$ cat config.mk
export PLATFORM = sky130hd
export DESIGN_NAME = shift_carry_unit
export DESIGN_NICKNAME = d
export VERILOG_FILES = /design/src/rtl/shift_carry_unit.sv
export SDC_FILE = /design/constraint.sdc
export NUM_CORES = 1
export LEC_CHECK = 0
export ABC_CLOCK_PERIOD_IN_PS = 5000
export CORE_MARGIN = 4
export CORE_UTILIZATION = 30
export DETAILED_ROUTE_END_ITERATION = 10
export PLACE_DENSITY = 0.47
export SLEW_MARGIN = 20
export SYNTH_ARGS = -nofsm -noshare
export SYNTH_HDL_FRONTEND = slang
export SYNTH_SLANG_ARGS = --single-unit
$ cat constraint.sdc
create_clock -name clk -period 5 [get_ports clk]
set_input_delay 1 -clock clk [delete_from_list [all_inputs] [get_ports clk]]
set_output_delay 1 -clock clk [all_outputs]
set_load 0.005 [all_outputs]
$ cat src/rtl/shift_carry_unit.sv
module shift_carry_unit #(
  parameter int WIDTH   = 32,
  parameter int CNT_W   = 6,
  parameter int AMT_W   = 8,
  parameter bit REG_OUT = 1'b1
) (
  input  logic             clk,
  input  logic             rst_n,
  input  logic [WIDTH-1:0] din,
  input  logic [AMT_W-1:0] amount,
  input  logic [1:0]       op,
  input  logic             carry_in,
  output logic [WIDTH-1:0] dout,
  output logic             carry,
  output logic             xflag
);
  localparam int EXT_W = WIDTH + 1;

  logic [CNT_W-1:0] n;
  logic [EXT_W-1:0] left_ext, right_ext;
  logic             is_left, is_arith;
  logic [WIDTH-1:0] res_c;
  logic             cy_c;

  assign n        = amount[CNT_W-1:0];
  assign is_left  = (op == 2'b00);
  assign is_arith = op[1];

  assign left_ext  = {1'b0, din} << n;
  assign right_ext = is_arith ? EXT_W'($signed({din, 1'b0}) >>> n)
                              : ({din, 1'b0} >> n);

  always_comb begin
    if (n == '0) begin
      res_c = din;
      cy_c  = carry_in;
    end else if (is_left) begin
      res_c = left_ext[WIDTH-1:0];
      cy_c  = left_ext[WIDTH];
    end else begin
      res_c = right_ext[WIDTH:1];
      cy_c  = right_ext[0];
    end
  end

  generate
    if (REG_OUT) begin : g_reg
      always_ff @(posedge clk) begin
        if (!rst_n) begin
          dout  <= '0;
          carry <= 1'b0;
        end else begin
          dout  <= res_c;
          carry <= cy_c;
        end
      end

      a_r2_zero_passes: assert property (@(posedge clk) disable iff (!rst_n)
        (amount[CNT_W-1:0] == '0) |=> (dout == $past(din) && carry == $past(carry_in)));

      a_r6_long_logical_clears: assert property (@(posedge clk) disable iff (!rst_n)
        (op[1] == 1'b0 && amount[CNT_W-1:0] > CNT_W'(WIDTH)) |=> (dout == '0 && !carry));

      a_r7_long_arith_fills: assert property (@(posedge clk) disable iff (!rst_n)
        (op[1] && amount[CNT_W-1:0] >= CNT_W'(WIDTH))
        |=> (carry == $past(din[WIDTH-1]) && dout == {WIDTH{$past(din[WIDTH-1])}}));

      a_r10_reset_clears: assert property (@(posedge clk)
        !rst_n |=> (dout == '0 && !carry));
    end else begin : g_comb
      assign dout  = res_c;
      assign carry = cy_c;
    end
  endgenerate

  assign xflag = carry;

  a_r8_ext_matches: assert property (@(posedge clk) disable iff (!rst_n) xflag == carry);
endmodule

==> impl_metrics.yaml, run 1 <==
outcome:
  status: "finished, final reports clean"
routing:
  vias: 6394
  remaining_drc_errors: 0
  drtIter0Drc: 1090
  wl_mm: 26.2
  dr.pass1.iters: 5
  wl_per_cell_um: 27.9
  antenna_left: 0
  viasPerCell: 6.79
synth:
  seq_area_frac_synth_pct: 12.3
  synth.top_cells.by_area: "mux4_2 (20%), dfxtp_1 (12%), mux2i_1 (7.6%), nor2_1 (5.8%), a21oi_1 (4.5%)"
  yosysTopAreaCell: "mux4_2"
  synth_cells: 682
  synthArstFlopShare_pct: 0
  synth-edff-count: 0
  syn_area_mm2: 0.00539
  synth_top_cells_by_count: "nor2_1 (83), nand2_1 (62), a21oi_1 (48)"
  yosys_warnings: 0
  synth_ff_type: "dfxtp_1"
  syn_area_per_cell_um2: 7.90
  yosysTopAreaCellShare_pct: 19.7
  synth-seq-cells: 33
  synth_most_common_cell: "nor2_1"
  syn_nets: 727
  synth_cell_types: 68
global_route:
  grt_pass1_wl_mm: 39.4
  grtUsageTotal_pct: 25.4
  gr-total-overflow: 0
  antenna_found_initial: 0
  first_global_vias: 6032
  grt_max_degree: 50
hold_path:
  hold_start: "carry_in"
  worstHoldEndpoint: "carry"
  worst_hold_path.num_cells: 3
  holdCritPathClass: "input port to flip-flop"
worst_setup_path:
  critPathLaunchType: "input port"
  cp_cell_sequence: "buf_4 > buf_12 > mux4_2 > mux2i_1 > nor3_1 > a2111oi_2 > o21ai_1 > a32o_1"
  slowest_stage: "buf_4"
  critPathMaxStageDelay_ns: 0.59
  cpLargestDelayFamily: "buffers and inverters"
  worstPathArrival_ns: 3.69
  crit_buf_inv: 2
  crit_required_ns: 5.16
  cp-end-kind: "flip-flop"
  path_class: "input port to flip-flop"
  crit_path_max_fanout: 49
cts:
  ctsHoldBuffers: 0
  ctsResizeCount: 0
  clk_pin_slew_ns: 0.06
  cts_made_buffers: 5
  cts-root-buf: "clkbuf_16"
  cts_tree: "built"
  cts_buffer_depth: 2
  cts_setup_buffers: 0
  clock-sinks: 33
  cts_max_level: 2
timing:
  slew_violations: 0
  grt_setup_unrepaired: "false"
  min_period_ns: 3.54
  fmax_mhz: 283
  setup_tns_ns: 0
  tightest_slew_ns: 0.983
  hold_viol_final: 0
  hold_ws_ns: 1.36
  setup_viol: 0
  layout_worst_path_cycle_share_pct: 70.7
  relSlewSlack_pct: 34.4
place:
  dp.cells: 933
  placed_area_mm2: 0.00622
  port_buffers: 76
  hpwl_mm: 19.3
  gp_congestion: 0.956
die:
  core.rowCount: 48
  die-area_mm2: 0.0202
  die_w_um: 142
  initial_core_util_pct: 30.9
  die_y_um: 142
  coreArea_mm2: 0.0174
  io_pins: 79
power_and_ir_drop:
  power.density_mw_per_mm2: 209
  power_frac_comb_pct: 47.6
  power.internal_w: 0.000831
  p_leak_nw: 2.27
  power_switching_w: 0.000510
  pwr-share-clk_pct: 30.9
  p_sw_share_pct: 38.0
  power_w: 0.00134
  power_frac_seq_pct: 21.5
  vdd_ir_drop_max_mv: 0.131
layout:
  area_growth_pct: 19.2
  drive_above_1_share_pct: 16.9
  nets: 760
  antennaDiodeCount: 0
  final_cell_area_mm2: 0.00642
  fin_cells: 941
run:
  max-cap-violations: 0
==> state kept, by name, indices dropped and copies added (netlist names) <==
signal	flops
carry	1
dout	32
==> logic make-up (layout without fill, tap and decap cells) <==
family / count (synthesis) / after routing / share of synthesized area, %
AO/OA/AOI/OAI: 225 / 225 / 28.5
buffers and inverters: 80 / 114 / 7.23
multiplexers: 113 / 113 / 32.6
flip-flops: 33 / 33 / 12.3
AND/OR/NAND/NOR: 231 / 231 / 19.3
==> cells in the final DEF (no fill, tap or decap), drive strengths merged, types with 4 or more instances in the layout <==
| cell type | netlist | routed |
|---|---|---|
| nor2 | 84 | 84 |
| clkdlybuf4s50 | 0 | 72 |
| nand2 | 62 | 62 |
| a21oi | 48 | 48 |
| mux4 | 47 | 47 |
| o21ai | 45 | 45 |
| mux2i | 41 | 41 |
| dfxtp | 33 | 33 |
| mux2 | 25 | 25 |
| buf | 37 | 25 |
| nor3 | 20 | 20 |
| nand3 | 19 | 19 |
| a211oi | 15 | 15 |
| a31oi | 15 | 15 |
| o211ai | 12 | 12 |
| o22ai | 11 | 11 |
| nand2b | 9 | 9 |
| a211o | 8 | 8 |
| a2111oi | 8 | 8 |
| a221oi | 8 | 8 |
| inv | 7 | 8 |
| or2 | 7 | 7 |
| o31ai | 6 | 6 |
| nand4 | 6 | 6 |
| and3 | 6 | 6 |
| and2 | 5 | 5 |
| nor2b | 5 | 5 |
| o221ai | 5 | 5 |
| o2111ai | 5 | 5 |
| clkbuf | 34 | 5 |
| o21a | 4 | 4 |
| a21o | 4 | 4 |
==> worst max path at each step <==
| stage | startpoint | cells after the start | endpoint | slack [ns] |
|---|---|---|---|---|
| finish | amount[0] | 8 | dout[6] | 1.46 |
| global route | amount[0] | 8 | dout[6] | 1.31 |
| CTS | amount[0] | 8 | dout[6] | 1.51 |
| detailed placement | amount[0] | 8 | dout[6] | 1.22 |
| global placement | op[0] | 6 | dout[24] | 1.23 |
| floorplan | amount[0] | 9 | dout[6] | 2.14 |
==> power by group through the flow <==
stage / logic [W] / clock network (W) / registers (W)
after floorplan: 0.000373 / 0 / 0.000297
after global placement: 0.000622 / 0 / 0.000294
after detailed placement: 0.000616 / 0 / 0.000295
after CTS: 0.000618 / 0.000418 / 0.000289
after global routing: 0.000672 / 0.000428 / 0.000291
final: 0.000638 / 0.000414 / 0.000289
==> metal layers <==
metal	share of wire, %	vias up	track usage, %
li1	-	2722	-
met1	42	3128	36.1
met2	43	475	37.7
met3	11	69	5.91
met4	3.9	0	9.04
met5	0	-	0
==> stage by stage <==
stage	setup slack (ns)	util (%)
after CTS	1.51	36.9
after global routing	1.31	36.9
after floorplan	2.14	-
after global placement	1.23	35.7
after detailed placement	1.22	35.7
final	1.46	36.9
==> final cells by class <==
type                       instances  area, um2
clock buffer                       5        125
sequential                        33        661
inverter                           9       33.8
multi-input combinational        569       4340
tap                              225        282
fill                            1828      11000
timing repair buffer              97        913
clock inverter                     3       68.8
(Power assumes the default switching activity.)
==> inputs of run 2 (changes only) <==
Settings changed: ABC_CLOCK_PERIOD_IN_PS 5000 to 3660.
Clock period 5 ns to 3.66 ns, I/O delays scaled along.
==> impl_metrics.yaml, run 2 (synthesis results as in run 1) <==
cts:
  clk_pin_slew_ns: 0.06
  cts_made_buffers: 5
  cts_tree: "built"
  clock-sinks: 33
  cts-root-buf: "clkbuf_16"
  ctsHoldBuffers: 0
  ctsResizeCount: 0
  cts_max_level: 2
  cts_buffer_depth: 2
  cts_setup_buffers: 0
layout:
  largest_register: "dout"
  nets: 783
  final_common_cell: "nor2_1"
  biggestRegsByFlops: "dout (32), carry (1)"
  mostFrequentLayoutCells: "nor2_1 (83), clkdlybuf4s50_1 (72), nand2_1 (62)"
  fin_cells: 964
  area_growth_pct: 22.6
  largest_register_ffs: 32
  antennaDiodeCount: 0
  drive_above_1_share_pct: 19.5
worst_setup_path:
  critPathMaxStageDelay_ns: 0.67
  crit_required_ns: 3.81
  path_depth: 7
  worstPathArrival_ns: 3.23
  cp_cell_sequence: "clkdlybuf4s50_1 > mux4_2 > mux2_2 > a221oi_2 > o2bb2ai_1 > a22oi_1 > a21oi_1"
  cpLargestDelayFamily: "multiplexers"
  crit_buf_inv: 1
  crit_path_max_fanout: 9
  cp-end-kind: "flip-flop"
  critPathLaunchType: "input port"
  critPathCapture: "carry"
  cp-startpoint: "din[21]"
  slowest_stage: "mux4_2"
  path_class: "input port to flip-flop"
timing:
  tightest_slew_ns: 0.719
  fmax_mhz: 325
  fin_ws_ns: 0.579
  hold_viol_final: 0
  layout_worst_path_cycle_share_pct: 84.2
  setup_tns_ns: 0
  setup_viol: 0
  slew_violations: 0
  grt_setup_unrepaired: "false"
  relSlewSlack_pct: 50.9
  min_period_ns: 3.08
routing:
  antenna_left: 0
  dr.pass1.iters: 6
  vias: 6424
  wl_per_cell_um: 27.7
  wl_mm: 26.7
  remaining_drc_errors: 0
  viasPerCell: 6.66
  drtIter0Drc: 1042
run:
  max-cap-violations: 0
power_and_ir_drop:
  p_sw_share_pct: 37.8
  power_frac_comb_pct: 48.3
  p_leak_nw: 2.38
  power_switching_w: 0.000698
  power.density_mw_per_mm2: 280
  power_w: 0.00185
  pwr-share-clk_pct: 30.4
  vdd_ir_drop_max_mv: 0.229
  power_frac_seq_pct: 21.3
  power.internal_w: 0.00115
hold_path:
  holdCritPathClass: "input port to flip-flop"
global_route:
  busiest_layer: "met2"
  antenna_found_initial: 1
  grt_pass1_wl_mm: 39.7
  grt_max_degree: 38
  grtUsageTotal_pct: 25.8
  use_met1_pct: 36.9
  first_global_vias: 6064
  gr-total-overflow: 0
  grt_util_met2_pct: 37.7
  global_route.usage.met3_pct: 4.67
die:
  core.rowCount: 48
  die-area_mm2: 0.0202
  initial_core_util_pct: 30.9
  coreArea_mm2: 0.0174
  die_y_um: 142
  die_w_um: 142
  io_pins: 79
place:
  post-place-ws_ns: 0.340
  hpwl_mm: 20.2
  port_buffers: 76
  gp_congestion: 1.02
  dp.cells: 956
outcome:
  status: "finished, final reports clean"
[run 2: worst min-delay path, cell delays in order]
cell,delay (ns)
clkdlybuf4s50_1,0.40
o21ai_0,0.16
a21oi_1,0.05
[run 2: power by group through the flow]
stage	logic, W	registers [W]	clock network [W]
floorplan	0.000509	0.000406	0
global route	0.000938	0.000397	0.000589
detailed placement	0.000866	0.000403	0
CTS	0.000870	0.000395	0.000575
finish	0.000893	0.000394	0.000562
global placement	0.000873	0.000401	0
[run 2: per-stage QoR]
stage	hold slack (ns)	cell area (um2)	util (%)
5_1_grt	1.12	6600	37.9
6_report	1.10	6600	37.9
3_5_place_dp	1.41	6410	36.8
2_1_floorplan	0.904	5390	-
3_3_place_gp	1.41	6410	36.8
4_1_cts	1.11	6600	37.9
[run 2: per-layer routing]
layer  share of wire [%]  routed length [um]
met4                 4.8                1280
met2                  42               11300
met3                  10                2760
met1                  42               11300
met5               0.049                  13
[run 2: area by class of cell]
cell class | instances | area (um2)
Sequential cell | 33 | 661
Clock buffer | 5 | 125
Tap cell | 225 | 282
Clock inverter | 3 | 68.8
Timing Repair Buffer | 120 | 1100
Fill cell | 1860 | 10800
Multi-Input combinational cell | 569 | 4340
Inverter | 9 | 33.8
[run 2: how the worst min path moves through the flow]
stage / from / to / slack (ns) / cells after the start
5_1_grt: carry_in / carry / 1.12 / 3
3_3_place_gp: carry_in / carry / 1.41 / 3
3_5_place_dp: carry_in / carry / 1.41 / 3
2_1_floorplan: din[24] / dout[24] / 0.90 / 2
4_1_cts: carry_in / carry / 1.11 / 3
6_report: carry_in / carry / 1.10 / 3
